<file path="config.mk">
export PLATFORM = sky130hd
export DESIGN_NAME = stpkt_top
export DESIGN_NICKNAME = d
export VERILOG_FILES = /design/src/rtl/stpkt_pkg.sv /design/src/rtl/stpkt_decode.sv /design/src/rtl/stpkt_snapshot.sv /design/src/rtl/stpkt_seq.sv /design/src/rtl/stpkt_top.sv
export SDC_FILE = /design/constraint.sdc
export NUM_CORES = 1
export LEC_CHECK = 0
export ABC_AREA = 0
export BUFFER_PORTS_ARGS = -buffer_cell sky130_fd_sc_hd__buf_2
export CAP_MARGIN = 20
export CORE_MARGIN = 2
export CORE_UTILIZATION = 35
export CTS_CLUSTER_DIAMETER = 120
export CTS_CLUSTER_SIZE = 10
export DETAILED_ROUTE_END_ITERATION = 16
export PLACE_DENSITY = 0.57
export RECOVER_POWER = 50
export SETUP_SLACK_MARGIN = 0.05
export SLEW_MARGIN = 20
export SYNTH_ARGS = -nofsm -noshare
export SYNTH_HDL_FRONTEND = slang
export SYNTH_SLANG_ARGS = --single-unit
</file>
<file path="constraint.sdc">
create_clock -name clk -period 7.6 [get_ports clk]
set_input_delay 1.14 -clock clk [delete_from_list [all_inputs] [get_ports clk]]
set_output_delay 1.14 -clock clk [all_outputs]
set_load 0.02 [all_outputs]
</file>
<file path="src/rtl/stpkt_pkg.sv">
package stpkt_pkg;
    localparam int WORD_W     = 32;
    localparam int DATA_WORDS = 6;
    localparam int GEN_WORDS  = DATA_WORDS - 1;
    localparam int PKT_WORDS  = DATA_WORDS + 2;
    localparam int IDX_W      = $clog2(PKT_WORDS);
    localparam int OPC_W      = 8;
    localparam int DET_W      = 8;
    localparam int FLG_W      = 5;
    localparam int SELF_W     = 1 + DET_W + FLG_W;

    typedef logic [WORD_W-1:0] word_t;

    typedef enum logic {
        ST_IDLE,
        ST_SEND
    } seq_state_e;

    // busy above detail above flags, zero-filled above
    function automatic word_t pack_selftest(
        input logic             busy,
        input logic [DET_W-1:0] detail,
        input logic [FLG_W-1:0] flags
    );
        word_t w;
        w = '0;
        w[SELF_W-1:0] = {busy, detail, flags};
        return w;
    endfunction
endpackage

</file>
<file path="src/rtl/stpkt_decode.sv">
module stpkt_decode
    import stpkt_pkg::*;
#(
    parameter int                           N_OPS = 2,
    parameter logic [N_OPS-1:0][OPC_W-1:0]  OPS   = {8'h31, 8'h30}
) (
    input  logic             strobe,
    input  logic [OPC_W-1:0] opcode,
    output logic             hit
);
    logic [N_OPS-1:0] match;

    // one comparator per accepted opcode
    for (genvar g = 0; g < N_OPS; g++) begin : g_cmp
        assign match[g] = (opcode == OPS[g]);
    end

    assign hit = strobe && (|match);
endmodule

</file>
<file path="src/rtl/stpkt_snapshot.sv">
module stpkt_snapshot
    import stpkt_pkg::*;
(
    input  logic                            clk,
    input  logic                            rst_n,
    input  logic                            load,
    input  logic [GEN_WORDS*WORD_W-1:0]     gen_in,
    input  logic                            busy_in,
    input  logic [DET_W-1:0]                detail_in,
    input  logic [FLG_W-1:0]                flags_in,
    output logic [DATA_WORDS-1:0][WORD_W-1:0] words_o
);
    typedef struct packed {
        logic [DATA_WORDS-1:0][WORD_W-1:0] w;
    } snap_t;

    snap_t                             snap_d, snap_q;
    logic [DATA_WORDS-1:0][WORD_W-1:0] cap_w;

    for (genvar g = 0; g < GEN_WORDS; g++) begin : g_gen
        assign cap_w[g] = gen_in[g*WORD_W +: WORD_W];
    end
    assign cap_w[DATA_WORDS-1] = pack_selftest(busy_in, detail_in, flags_in);

    always_comb begin
        snap_d = snap_q;
        if (load) begin
            snap_d.w = cap_w;
        end
    end

    always_ff @(posedge clk or negedge rst_n) begin
        if (!rst_n) begin
            snap_q <= '0;
        end else begin
            snap_q <= snap_d;
        end
    end

    assign words_o = snap_q.w;

    AST_SNAP_HOLD: assert property (@(posedge clk) disable iff (!rst_n)
        !load |=> $stable(words_o));
endmodule

</file>
<file path="src/rtl/stpkt_seq.sv">
module stpkt_seq
    import stpkt_pkg::*;
(
    input  logic             clk,
    input  logic             rst_n,
    input  logic             req_hit,
    input  logic             out_ready,
    output logic             snap_load,
    output logic             out_valid,
    output logic             out_last,
    output logic [IDX_W-1:0] word_idx
);
    localparam logic [IDX_W-1:0] LAST_IDX = IDX_W'(PKT_WORDS - 1);

    typedef struct packed {
        seq_state_e       st;
        logic [IDX_W-1:0] idx;
        logic             pend;
    } seq_t;

    seq_t seq_d, seq_q;
    logic xfer;

    assign xfer = (seq_q.st == ST_SEND) && out_ready;

    always_comb begin
        seq_d     = seq_q;
        snap_load = 1'b0;
        case (seq_q.st)
            ST_IDLE: begin
                if (req_hit) begin
                    seq_d.st   = ST_SEND;
                    seq_d.idx  = '0;
                    seq_d.pend = 1'b0;
                    snap_load  = 1'b1;
                end
            end
            ST_SEND: begin
                seq_d.pend = seq_q.pend | req_hit;
                if (xfer) begin
                    if (seq_q.idx == LAST_IDX) begin
                        seq_d.idx  = '0;
                        seq_d.pend = 1'b0;
                        if (seq_q.pend || req_hit) begin
                            snap_load = 1'b1;
                        end else begin
                            seq_d.st = ST_IDLE;
                        end
                    end else begin
                        seq_d.idx = seq_q.idx + 1'b1;
                    end
                end
            end
            default: begin
                seq_d.st = ST_IDLE;
            end
        endcase
    end

    always_ff @(posedge clk or negedge rst_n) begin
        if (!rst_n) begin
            seq_q <= '{st: ST_IDLE, idx: '0, pend: 1'b0};
        end else begin
            seq_q <= seq_d;
        end
    end

    assign out_valid = (seq_q.st == ST_SEND);
    assign out_last  = out_valid && (seq_q.idx == LAST_IDX);
    assign word_idx  = seq_q.idx;

    AST_PEND_SERVED: assert property (@(posedge clk) disable iff (!rst_n)
        (out_valid && out_ready && out_last && seq_q.pend) |=> (out_valid && word_idx == '0));
    AST_IDLE_START: assert property (@(posedge clk) disable iff (!rst_n)
        (!out_valid && req_hit) |=> (out_valid && word_idx == '0));
endmodule

</file>
<file path="src/rtl/stpkt_top.sv">
module stpkt_top
    import stpkt_pkg::*;
#(
    parameter logic [OPC_W-1:0]  OP_MAIN  = 8'h30,
    parameter logic [OPC_W-1:0]  OP_ALIAS = 8'h31,
    parameter logic [WORD_W-1:0] HDR_WORD = 32'hC0DE_0A11,
    parameter logic [WORD_W-1:0] FTR_WORD = 32'hE0F0_55AA
) (
    input  logic                        clk,
    input  logic                        rst_n,
    input  logic                        cmd_strobe,
    input  logic [OPC_W-1:0]            cmd_opcode,
    input  logic [GEN_WORDS*WORD_W-1:0] gen_status,
    input  logic                        st_busy,
    input  logic [DET_W-1:0]            st_detail,
    input  logic [FLG_W-1:0]            st_flags,
    input  logic                        tx_ready,
    output logic [WORD_W-1:0]           tx_data,
    output logic                        tx_valid,
    output logic                        tx_last
);
    localparam logic [IDX_W-1:0] LAST_IDX = IDX_W'(PKT_WORDS - 1);

    logic                              req_hit;
    logic                              snap_load;
    logic [IDX_W-1:0]                  word_idx;
    logic [DATA_WORDS-1:0][WORD_W-1:0] held_words;

    stpkt_decode #(
        .N_OPS (2),
        .OPS   ({OP_ALIAS, OP_MAIN})
    ) u_dec (
        .strobe (cmd_strobe),
        .opcode (cmd_opcode),
        .hit    (req_hit)
    );

    stpkt_seq u_seq (
        .clk       (clk),
        .rst_n     (rst_n),
        .req_hit   (req_hit),
        .out_ready (tx_ready),
        .snap_load (snap_load),
        .out_valid (tx_valid),
        .out_last  (tx_last),
        .word_idx  (word_idx)
    );

    stpkt_snapshot u_snap (
        .clk       (clk),
        .rst_n     (rst_n),
        .load      (snap_load),
        .gen_in    (gen_status),
        .busy_in   (st_busy),
        .detail_in (st_detail),
        .flags_in  (st_flags),
        .words_o   (held_words)
    );

    always_comb begin
        if (word_idx == '0) begin
            tx_data = HDR_WORD;
        end else if (word_idx == LAST_IDX) begin
            tx_data = FTR_WORD;
        end else begin
            tx_data = held_words[word_idx - 1'b1];
        end
    end

    AST_STALL_HOLD: assert property (@(posedge clk) disable iff (!rst_n)
        (tx_valid && !tx_ready) |=> (tx_valid && $stable(tx_data) && $stable(tx_last)));
    AST_LAST_IS_FOOTER: assert property (@(posedge clk) disable iff (!rst_n)
        (tx_valid && tx_last) |-> (tx_data == FTR_WORD));
    AST_LAST_NEEDS_VALID: assert property (@(posedge clk) disable iff (!rst_n)
        tx_last |-> tx_valid);
    AST_FIRST_IS_HEADER: assert property (@(posedge clk) disable iff (!rst_n)
        $rose(tx_valid) |-> (tx_data == HDR_WORD));
    AST_NO_UNASKED: assert property (@(posedge clk) disable iff (!rst_n)
        (!tx_valid && !req_hit) |=> !tx_valid);
endmodule

</file>
==> impl_metrics.yaml <==
sta:
  hold_viol_final: 0
  maxSlewHeadroom_pct: 8.37
  setup_viol: 0
  finalMaxSlewViolations: 0
  fin_crit_ps: 4950
  clock_skew_ps: 12.3
  holdWs_ps: 482
  fmax_mhz: 202
  min_period_over_period_pct: 65.1
  setup_tns_ps: 0
  tightest_slew_ps: 1370
  rsz0062_at_grt: "false"
clocking:
  numCtsBuffers: 17
  tritoncts: "done"
  path_clk_slew_ps: 70
  clk-insertion-delay-late_ps: 430
  clkSinkCount: 179
  root_buffer: "clkbuf_16"
  holdBufCountCts: 0
  cts_resized: 0
  post-cts-setup-buffer-count: 0
  htree_levels: 4
  clockBufferDepth: 2
die:
  die_h_um: 159
  rows: 56
  start_util_pct: 35.6
  die_area_um2: 25200
  fp.dieW_um: 159
  core-area_um2: 23500
  io_pins: 220
worst_setup_path:
  slowest_delay_ps: 1070
  critical_path.top_delay_family: "buffers and inverters"
  crit_top_cell: "ha_1"
  cp-start-kind: "flop"
  cp_cell_sequence: "buf_4 > ha_1 > ha_1 > nand2_1 > and2_0 > o22ai_1 > clkbuf_1 > buf_16 > mux2_2"
  end_kind: "flop"
  worstPathArrival_ps: 5260
  path_buf_inv: 3
  critPathMaxFanout: 62
  crit_type: "flop to flop"
  cpMaxStageDelayCell: "clkbuf_1"
  worst_ep_required_time_ps: 7910
pwr:
  power.share.clock_pct: 29.6
  combPwrFrac_pct: 34.2
  p_sw_mw: 1.05
  p_total_mw: 2.99
  cellPowerDensity_nw_per_um2: 293
  leakage_nw: 5.19
  irDropWorstVdd_uv: 137
  swShare_pct: 35.1
  p_int_mw: 1.94
  p_seq_share_pct: 36.2
worst_hold_path:
  min_path_type: "flop to flop"
route:
  wl_per_cell_um: 18.9
  viasPerCell: 4.93
  first_iter_violations: 217
  ant_nets: 0
  vias: 5410
  dr.pass1.iters: 6
  drc: 0
  wl_um: 20700
grt:
  grtUsageTotal_pct: 17.0
  grt_overflow: 0
  grt_pass1_wl_um: 32400
  grt_pass1_vias: 5976
  antenna_found_initial: 10
  grt_max_degree: 107
synth:
  synth_cell_type_count: 38
  synth-edff-count: 0
  synth_ff_type: "dfrtp_1"
  synthTopCellsByArea: "dfrtp_1 (54%), mux2_1 (14%), mux2_2 (12%), mux4_2 (7.0%), buf_8 (1.8%)"
  yosysSeqAreaShare_pct: 53.5
  synth_nets: 744
  syn_area_per_cell_um2: 15.1
  synth_common_cells: "dfrtp_1 (179), mux2_1 (105), mux2_2 (88), mux4_2 (26), nand2_1 (16)"
  yosysMostFrequentCell: "dfrtp_1"
  synth_seq_cells: 179
  synthArstFlopShare_pct: 100
  syn_area_um2: 8370
  synth_top_area_cell: "dfrtp_1"
  ys_warn_count: 0
  synth_top_cell_area_share_pct: 53.5
  synthCells: 554
place:
  io_buffers: 218
  gp_congestion: 0.807
  placed_cells: 1058
  dpl.hpwl_um: 14900
cells_and_area:
  fin_nets: 950
  drive_gt1_share_pct: 48.5
  synthToLayoutAreaGrowth_pct: 22.3
  fin_util_pct: 43.6
  finalNonFillerCells: 1097
status:
  status: "finished, final reports clean"
run:
  maxCapViolCount: 0
==> sequential cells by signal (all words and copies together), names as in the netlist <==
signal           flops
u_seq.out_valid      1
u_seq.word_idx       3
u_snap.words_o     174
u_seq.seq_q          1
==> placed cells by master (no fill, tap or decap), types with 4 or more instances in the layout <==
cell,count
mux2_2,88
a21oi_1,15
mux2i_1,9
dfrtp_1,178
o21ai_0,4
buf_2,216
o2bb2ai_1,7
inv_1,11
mux4_2,26
mux2_1,105
diode_2,5
clkbuf_16,17
nand2_1,16
nor2_1,4
inv_6,4
a31oi_1,8
a221o_1,9
buf_4,5
==> area by class of cell <==
class | instances | area, um^2
flip-flops and latches | 179 | 4480
diodes | 5 | 12.5
well taps | 319 | 399
clock buffers | 19 | 443
clock inverters | 13 | 146
multi-input cells | 325 | 3510
repair buffers | 226 | 1190
inverters | 11 | 41.3
fillers | 2174 | 13200
==> stage by stage <==
| step | instance area (um^2) | setup WS [ps] |
|---|---|---|
| finish | 10200 | 2650 |
| global route | 10200 | 2130 |
| CTS | 10200 | 2950 |
| detailed placement | 9590 | 3250 |
| global placement | 9590 | 3330 |
| floorplan | 8370 | 4050 |
==> power by group through the flow <==
stage / Combinational [mW] / Sequential (mW) / Clock, mW
after floorplan: 0.698 / 1.08 / 0
after global placement: 1.04 / 1.09 / 0
after detailed placement: 1.04 / 1.10 / 0
after CTS: 1.04 / 1.08 / 0.916
after global routing: 1.11 / 1.10 / 0.962
final: 1.02 / 1.08 / 0.888
==> path summary, 6_finish.rpt <==
path                               startpoint            endpoint  slack [ps]  cells after the start
min reg2reg                u_snap.words_o[96]  u_snap.words_o[96]         480                      1
max reg2reg                 u_seq.word_idx[0]   u_snap.words_o[1]        2650                      9
min                        u_snap.words_o[96]  u_snap.words_o[96]         480                      1
max in group asynchronous               rst_n   u_snap.words_o[7]        5180                      2
min in group asynchronous               rst_n  u_snap.words_o[89]         790                      1
max                         u_seq.word_idx[0]   u_snap.words_o[1]        2650                      9
==> worst register-to-register path, cell delays in order (launching register included) <==
cell and delay (ps):
dfrtp_2 360, buf_4 700, ha_1 280, ha_1 660
nand2_1 180, and2_0 210, o22ai_1 560, clkbuf_1 1070
buf_16 370, mux2_2 440
==> cells by family (layout without fill, tap and decap cells) <==
family | Yosys count | after routing | synth area share (%)
flops | 179 | 179 | 53.5
simple gates | 35 | 35 | 2.12
buf+inv | 50 | 269 | 4.53
mux | 228 | 228 | 34.1
other cells | 0 | 5 | 0
compound gates | 56 | 56 | 4.94
fa+ha+maj | 4 | 4 | 0.598
xor+xnor | 2 | 2 | 0.209
==> layer usage <==
layer / global-route usage, % / up-vias / share of wire (%)
met5: 0 / - / 0.29
li1: - / 2470 / -
met2: 27.9 / 156 / 48
met1: 21.1 / 2731 / 43
met4: 6.01 / 10 / 2.4
met3: 5.55 / 43 / 6.3
No activity file was read; power rests on OpenSTA's default activity.
